===== src/rtl/regcmd_pkg.sv =====
package regcmd_pkg;

  localparam int unsigned NUM_TIM = 12;
  localparam int unsigned TIM_W   = 16;
  localparam int unsigned PTR_W   = 24;
  localparam int unsigned PTR_B   = PTR_W / 8;

  localparam logic [7:0] SYNC_BYTE  = 8'hAF;
  localparam logic [7:0] OPC_WRITE  = 8'h20;
  localparam logic [7:0] A_LOCK     = 8'hFF;
  localparam logic [7:0] V_LOCK     = 8'h00;
  localparam logic [7:0] V_UNLOCK   = 8'hFF;
  localparam logic [7:0] A_DEPTH    = 8'h00;
  localparam logic [7:0] A_TIM0     = 8'h01;
  localparam logic [7:0] A_PCLK_LO  = 8'h1B;
  localparam logic [7:0] A_PCLK_HI  = 8'h1C;
  localparam logic [7:0] A_SYNC     = 8'h1F;
  localparam logic [7:0] A_PTR16    = 8'h20;
  localparam logic [7:0] A_PTR8     = 8'h26;
  localparam logic [7:0] SYNC_PWRDN = 8'h07;
  localparam logic [7:0] SYNC_RST   = 8'h01;

  typedef enum logic [2:0] {
    ST_HUNT, ST_OPC, ST_ADDR, ST_DATA, ST_COMMIT
  } frm_state_e;

  typedef struct packed {
    logic                             depth24;
    logic [PTR_W-1:0]                 ptr16;
    logic [PTR_W-1:0]                 ptr8;
    logic [NUM_TIM-1:0][TIM_W-1:0]    tim;
    logic [15:0]                      pclk;
    logic [7:0]                       sync;
  } regset_t;

  function automatic regset_t regs_reset();
    regset_t r;
    r      = '0;
    r.sync = SYNC_RST;
    return r;
  endfunction

  function automatic logic is_timing(logic [7:0] a);
    return (a >= A_TIM0) && (a < A_TIM0 + 8'(2 * NUM_TIM));
  endfunction

  // Big-endian timing and pointer groups, little-endian pixel clock.
  function automatic regset_t apply_write(regset_t r, logic [7:0] a, logic [7:0] d);
    regset_t n;
    n = r;
    if (a == A_DEPTH)   n.depth24   = d[0];
    if (a == A_PCLK_LO) n.pclk[7:0] = d;
    if (a == A_PCLK_HI) n.pclk[15:8] = d;
    if (a == A_SYNC)    n.sync      = d;
    for (int unsigned i = 0; i < NUM_TIM; i++) begin
      if (a == A_TIM0 + 8'(2 * i))     n.tim[i][15:8] = d;
      if (a == A_TIM0 + 8'(2 * i + 1)) n.tim[i][7:0]  = d;
    end
    for (int unsigned k = 0; k < PTR_B; k++) begin
      if (a == A_PTR16 + 8'(k)) n.ptr16[PTR_W-1-8*k -: 8] = d;
      if (a == A_PTR8 + 8'(k))  n.ptr8[PTR_W-1-8*k -: 8]  = d;
    end
    return n;
  endfunction

endpackage


===== src/rtl/rc_framer.sv =====
module rc_framer
  import regcmd_pkg::*;
(
  input  logic       clk,
  input  logic       rst_n,
  input  logic       in_valid_i,
  input  logic [7:0] in_data_i,
  output logic       in_ready_o,
  output logic       wr_en_o,
  output logic [7:0] wr_addr_o,
  output logic [7:0] wr_data_o,
  output logic       commit_o
);

  frm_state_e state_q, state_d;
  logic [7:0] addr_q;
  logic       addr_en;
  logic       accept;

  assign in_ready_o = (state_q != ST_COMMIT);
  assign accept     = in_valid_i && in_ready_o;
  assign commit_o   = (state_q == ST_COMMIT);
  assign wr_en_o    = accept && (state_q == ST_DATA);
  assign wr_addr_o  = addr_q;
  assign wr_data_o  = in_data_i;
  assign addr_en    = accept && (state_q == ST_ADDR);

  always_comb begin
    state_d = state_q;
    unique case (state_q)
      ST_HUNT:   if (accept && in_data_i == SYNC_BYTE) state_d = ST_OPC;
      ST_OPC:    if (accept) state_d = (in_data_i == OPC_WRITE) ? ST_ADDR : ST_HUNT;
      ST_ADDR:   if (accept) state_d = ST_DATA;
      ST_DATA:   if (accept) state_d = (addr_q == A_LOCK && in_data_i == V_UNLOCK)
                                       ? ST_COMMIT : ST_HUNT;
      ST_COMMIT: state_d = ST_HUNT;
      default:   state_d = ST_HUNT;
    endcase
  end

  always_ff @(posedge clk or negedge rst_n) begin
    if (!rst_n) begin
      state_q <= ST_HUNT;
      addr_q  <= '0;
    end else begin
      state_q <= state_d;
      if (addr_en) addr_q <= in_data_i;
    end
  end

endmodule


===== src/rtl/rc_regbank.sv =====
module rc_regbank
  import regcmd_pkg::*;
(
  input  logic       clk,
  input  logic       rst_n,
  input  logic       wr_en_i,
  input  logic [7:0] wr_addr_i,
  input  logic [7:0] wr_data_i,
  input  logic       commit_i,
  output regset_t    active_o,
  output logic       locked_o
);

  regset_t shadow_q, shadow_d;
  regset_t active_q, active_d;
  logic    locked_q, locked_d;
  logic    tdirty_q, tdirty_d;
  logic    shadow_en, active_en, ctl_en;
  logic    in_pwrdn;

  assign in_pwrdn  = (active_q.sync == SYNC_PWRDN);
  assign shadow_en = wr_en_i;
  assign active_en = (wr_en_i && !locked_q) || commit_i;
  assign ctl_en    = wr_en_i || commit_i;

  always_comb begin
    shadow_d = shadow_q;
    active_d = active_q;
    locked_d = locked_q;
    tdirty_d = tdirty_q;
    if (wr_en_i) begin
      shadow_d = apply_write(shadow_q, wr_addr_i, wr_data_i);
      if (locked_q && is_timing(wr_addr_i)) tdirty_d = 1'b1;
      if (!locked_q) begin
        active_d = apply_write(active_q, wr_addr_i, wr_data_i);
        if (in_pwrdn) active_d.sync = SYNC_PWRDN;
      end
      if (wr_addr_i == A_LOCK && wr_data_i == V_LOCK) locked_d = 1'b1;
    end
    if (commit_i) begin
      active_d = shadow_q;
      if (in_pwrdn && !tdirty_q) active_d.sync = SYNC_PWRDN;
      locked_d = 1'b0;
      tdirty_d = 1'b0;
    end
  end

  always_ff @(posedge clk or negedge rst_n) begin
    if (!rst_n) begin
      shadow_q <= regs_reset();
      active_q <= regs_reset();
      locked_q <= 1'b0;
      tdirty_q <= 1'b0;
    end else begin
      if (shadow_en) shadow_q <= shadow_d;
      if (active_en) active_q <= active_d;
      if (ctl_en) begin
        locked_q <= locked_d;
        tdirty_q <= tdirty_d;
      end
    end
  end

  assign active_o = active_q;
  assign locked_o = locked_q;

endmodule


===== src/rtl/regcmd_decoder.sv =====
module regcmd_decoder
  import regcmd_pkg::*;
(
  input  logic                     clk,
  input  logic                     rst_n,
  input  logic                     in_valid_i,
  input  logic [7:0]               in_data_i,
  output logic                     in_ready_o,
  output logic                     locked_o,
  output logic                     depth24_o,
  output logic [PTR_W-1:0]         ptr16_o,
  output logic [PTR_W-1:0]         ptr8_o,
  output logic [NUM_TIM*TIM_W-1:0] timing_o,
  output logic [15:0]              pclk_o,
  output logic [7:0]               sync_ctl_o
);

  logic [1:0] rst_pipe_q;
  logic       rst_core_n;
  logic       wr_en, commit;
  logic [7:0] wr_addr, wr_data;
  regset_t    act;

  always_ff @(posedge clk or negedge rst_n) begin
    if (!rst_n) rst_pipe_q <= '0;
    else        rst_pipe_q <= {rst_pipe_q[0], 1'b1};
  end
  assign rst_core_n = rst_pipe_q[1];

  rc_framer u_framer (
    .clk        (clk),
    .rst_n      (rst_core_n),
    .in_valid_i (in_valid_i),
    .in_data_i  (in_data_i),
    .in_ready_o (in_ready_o),
    .wr_en_o    (wr_en),
    .wr_addr_o  (wr_addr),
    .wr_data_o  (wr_data),
    .commit_o   (commit)
  );

  rc_regbank u_bank (
    .clk       (clk),
    .rst_n     (rst_core_n),
    .wr_en_i   (wr_en),
    .wr_addr_i (wr_addr),
    .wr_data_i (wr_data),
    .commit_i  (commit),
    .active_o  (act),
    .locked_o  (locked_o)
  );

  assign depth24_o  = act.depth24;
  assign ptr16_o    = act.ptr16;
  assign ptr8_o     = act.ptr8;
  assign timing_o   = act.tim;
  assign pclk_o     = act.pclk;
  assign sync_ctl_o = act.sync;

endmodule


===== config.mk =====
export PLATFORM = sky130hd
export DESIGN_NAME = regcmd_decoder
export DESIGN_NICKNAME = d
export VERILOG_FILES = /design/src/rtl/regcmd_pkg.sv /design/src/rtl/rc_framer.sv /design/src/rtl/rc_regbank.sv /design/src/rtl/regcmd_decoder.sv
export SDC_FILE = /design/constraint.sdc
export NUM_CORES = 1
export LEC_CHECK = 0
export BUFFER_PORTS_ARGS = -buffer_cell sky130_fd_sc_hd__buf_2
export CORE_AREA = 2 2 196 246
export DETAILED_ROUTE_END_ITERATION = 8
export DIE_AREA = 0 0 198 248
export PLACE_DENSITY = 0.81
export SLEW_MARGIN = 20
export SYNTH_ARGS = -nofsm -noshare
export SYNTH_HDL_FRONTEND = slang
export SYNTH_SLANG_ARGS = --single-unit

===== constraint.sdc =====
create_clock -name clk -period 22.1 [get_ports clk]
set_input_delay 2.21 -clock clk [delete_from_list [all_inputs] [get_ports clk]]
set_output_delay 2.21 -clock clk [all_outputs]
set_load 0.005 [all_outputs]

==> results.json <==
{
  "drt_pass1_iterations": 6,
  "power_leakage_nw": 14.8,
  "required_ps": 22560,
  "core_mm2": 0.0469,
  "timing.final.hold_violations": 0,
  "cts_buffer_depth": 3,
  "fin_cells": 2574,
  "p_int_mw": 1.54,
  "maxCapViolations": 0,
  "critPathKind": "in -> reg",
  "synth_common_cells": "543 x dfrtp_1, 287 x and3_1, 270 x mux2_2",
  "drive_above_1_share_pct": 36.4,
  "area_delta_synth_final_pct": 15.3,
  "outcome": "complete, no violations",
  "seq_power_share_pct": 50.3,
  "synth_area_leaders": "dfrtp_1 59%, mux2_2 13%, a221o_1 11%",
  "cp-end-kind": "flop",
  "hpwl_um": 41300,
  "syn_inst": 1721,
  "grt_remaining_overflow": 0,
  "viasPerCell": 6.62,
  "cts.sinks": 545,
  "start_kind": "primary input",
  "synthesis.area_mm2": 0.0231,
  "die-area_mm2": 0.0491,
  "drtIter0Drc": 1618,
  "clk_latency_ps": 590,
  "setup_viol": 0,
  "yosysSeqAreaShare_pct": 59.0,
  "gp_congestion": 0.813,
  "grt_max_degree": 171,
  "synth_area_per_cell_um2": 13.4,
  "wirelength_um": 72000,
  "cts_buffers": 52,
  "die_y_um": 248,
  "nets": 1904,
  "cts_tree": "yes",
  "worstMarginPinSlew_ps": 1180,
  "detail-route-antenna-nets": 0,
  "synth-main-ff-cell": "dfrtp_1",
  "ios": 278,
  "period_share_pct": 20.1,
  "max-slew-margin-rel_pct": 21.5,
  "switching_share_pct": 22.5,
  "ys_seq_elements": 545,
  "synth_cell_types": 48,
  "combPwrFrac_pct": 2.6,
  "tns_ps": 0,
  "antenna_found_initial": 2,
  "finalCriticalPeriod_ps": 4450,
  "cts_resized": 0,
  "switching_power_mw": 0.447,
  "async_reset_ff_share_pct": 100,
  "post_cts_buffers": 0,
  "crit_fanout": 43,
  "synth_warnings": 0,
  "powerDensity_mw_per_mm2": 74.6,
  "grt_usage_pct": 29.0,
  "path_clk_slew_ps": 60,
  "fmax_ghz": 0.225,
  "drc": 0,
  "whs_path_depth": 0,
  "root_buffer": "clkbuf_16",
  "rsz0062_at_grt": "false",
  "worstHoldPathType": "reg -> reg",
  "p_clk_share_pct": 47.1,
  "floorplan.initialDensity_pct": 49.3,
  "dp.cells": 2476,
  "avgRoutedWirePerCell_um": 28.0,
  "portBuffers": 277,
  "cp_data_arrival_time_ps": 4910,
  "report.final.slew_viol_count": 0,
  "num_rows": 89,
  "grt_pass1_vias": 17300,
  "via_count": 17000,
  "grt_pass1_wl_um": 107000,
  "syn_nets": 1732,
  "post-synth-top-count-cell": "dfrtp_1",
  "ir_drop_mv": 0.0618,
  "die_x_um": 198,
  "cts_max_level": 2,
  "synth_edf_count": 0,
  "r2r_cells": 6,
  "ctsHoldBuffers": 0,
  "yosysTopAreaCell": "dfrtp_1",
  "skew_ps": 23.6,
  "synth_top_area_share_pct": 58.8
}
==> critical path, cell delays in order <==
cell     delay [ps]
buf_2           130
and4b_2        1030
and2_1          710
nand2_1         420
mux2_2          390
==> placed cells by master, fill, tap and decap left out, types with 22 or more instances in the layout <==
cell         n
and3_1     287
a221o_1    256
buf_2      277
dfrtp_1    541
nand2_1     31
buf_4       22
clkbuf_16   53
mux2_2     270
nand4b_1    37
==> final timing paths <==
check,from,to,slack (ps)
worst max-delay path,in_valid_i,u_bank.shadow_q[98],17650
worst min-delay path,rst_pipe_q[0],rst_pipe_q[1],350
worst max register to register,u_framer.state_q[0],u_bank.active_o[19],18150
worst min register to register,rst_pipe_q[0],rst_pipe_q[1],350
max in group asynchronous,rst_pipe_q[1],u_bank.active_o[230],19230
min in group asynchronous,rst_pipe_q[1],u_bank.active_o[105],490
==> sequential cells by signal, summed over array words and instances (netlist names) <==
name and flops:
u_framer.wr_addr_o 8, u_bank.shadow_q 265, u_bank.tdirty_q 1, u_bank.locked_o 1, u_framer.state_q 3, rst_pipe_q 2, u_bank.active_o 265
==> layer usage <==
metal | GRT usage (%) | wire length, um
met2 | 46.0 | 34000
met3 | 4.91 | 5560
met5 | 0 | 16
met4 | 13.4 | 3070
met1 | 39.4 | 29300
==> area by class of cell <==
| type | count | area [um2] |
|---|---|---|
| Clock buffer | 71 | 1510 |
| Antenna cell | 1 | 2.50 |
| Sequential cell | 545 | 13600 |
| Clock inverter | 26 | 284 |
| Multi-Input combinational cell | 986 | 8790 |
| Timing Repair Buffer | 303 | 1610 |
| Inverter | 5 | 23.8 |
| Fill cell | 3756 | 20200 |
| Tap cell | 637 | 797 |
==> cell families after synthesis <==
group           count (synthesis)  share of synthesized area (%)
compound gates                279                           11.8
buf+inv                       190                           3.22
flops                         545                           59.0
mux                           282                           13.7
other cells                     1                         0.0162
simple gates                  424                           12.2
==> stage by stage <==
stage / setup WS (ps) / hold slack, ps / power, mW / util, % / cell area [um2]
after floorplan: 5790 / 331 / 1.05 / - / 23100
after global placement: 17270 / 334 / 1.07 / 53.0 / 24800
after detailed placement: 17140 / 338 / 1.07 / 53.0 / 24800
after CTS: 17710 / 352 / 2.00 / 56.8 / 26600
after global routing: 17610 / 380 / 2.04 / 56.9 / 26700
final: 17650 / 350 / 1.99 / 56.9 / 26700
==> power by group through the flow <==
stage                     sequential [mW]  combinational, mW  clock, mW
final                                1.00             0.0522      0.937
after detailed placement             1.02             0.0518          0
after global placement               1.02             0.0506          0
after global routing                 1.00             0.0556      0.988
after floorplan                      1.03             0.0145          0
after CTS                            1.00             0.0521      0.947
Note: power is estimated with default switching activity, not from simulation.
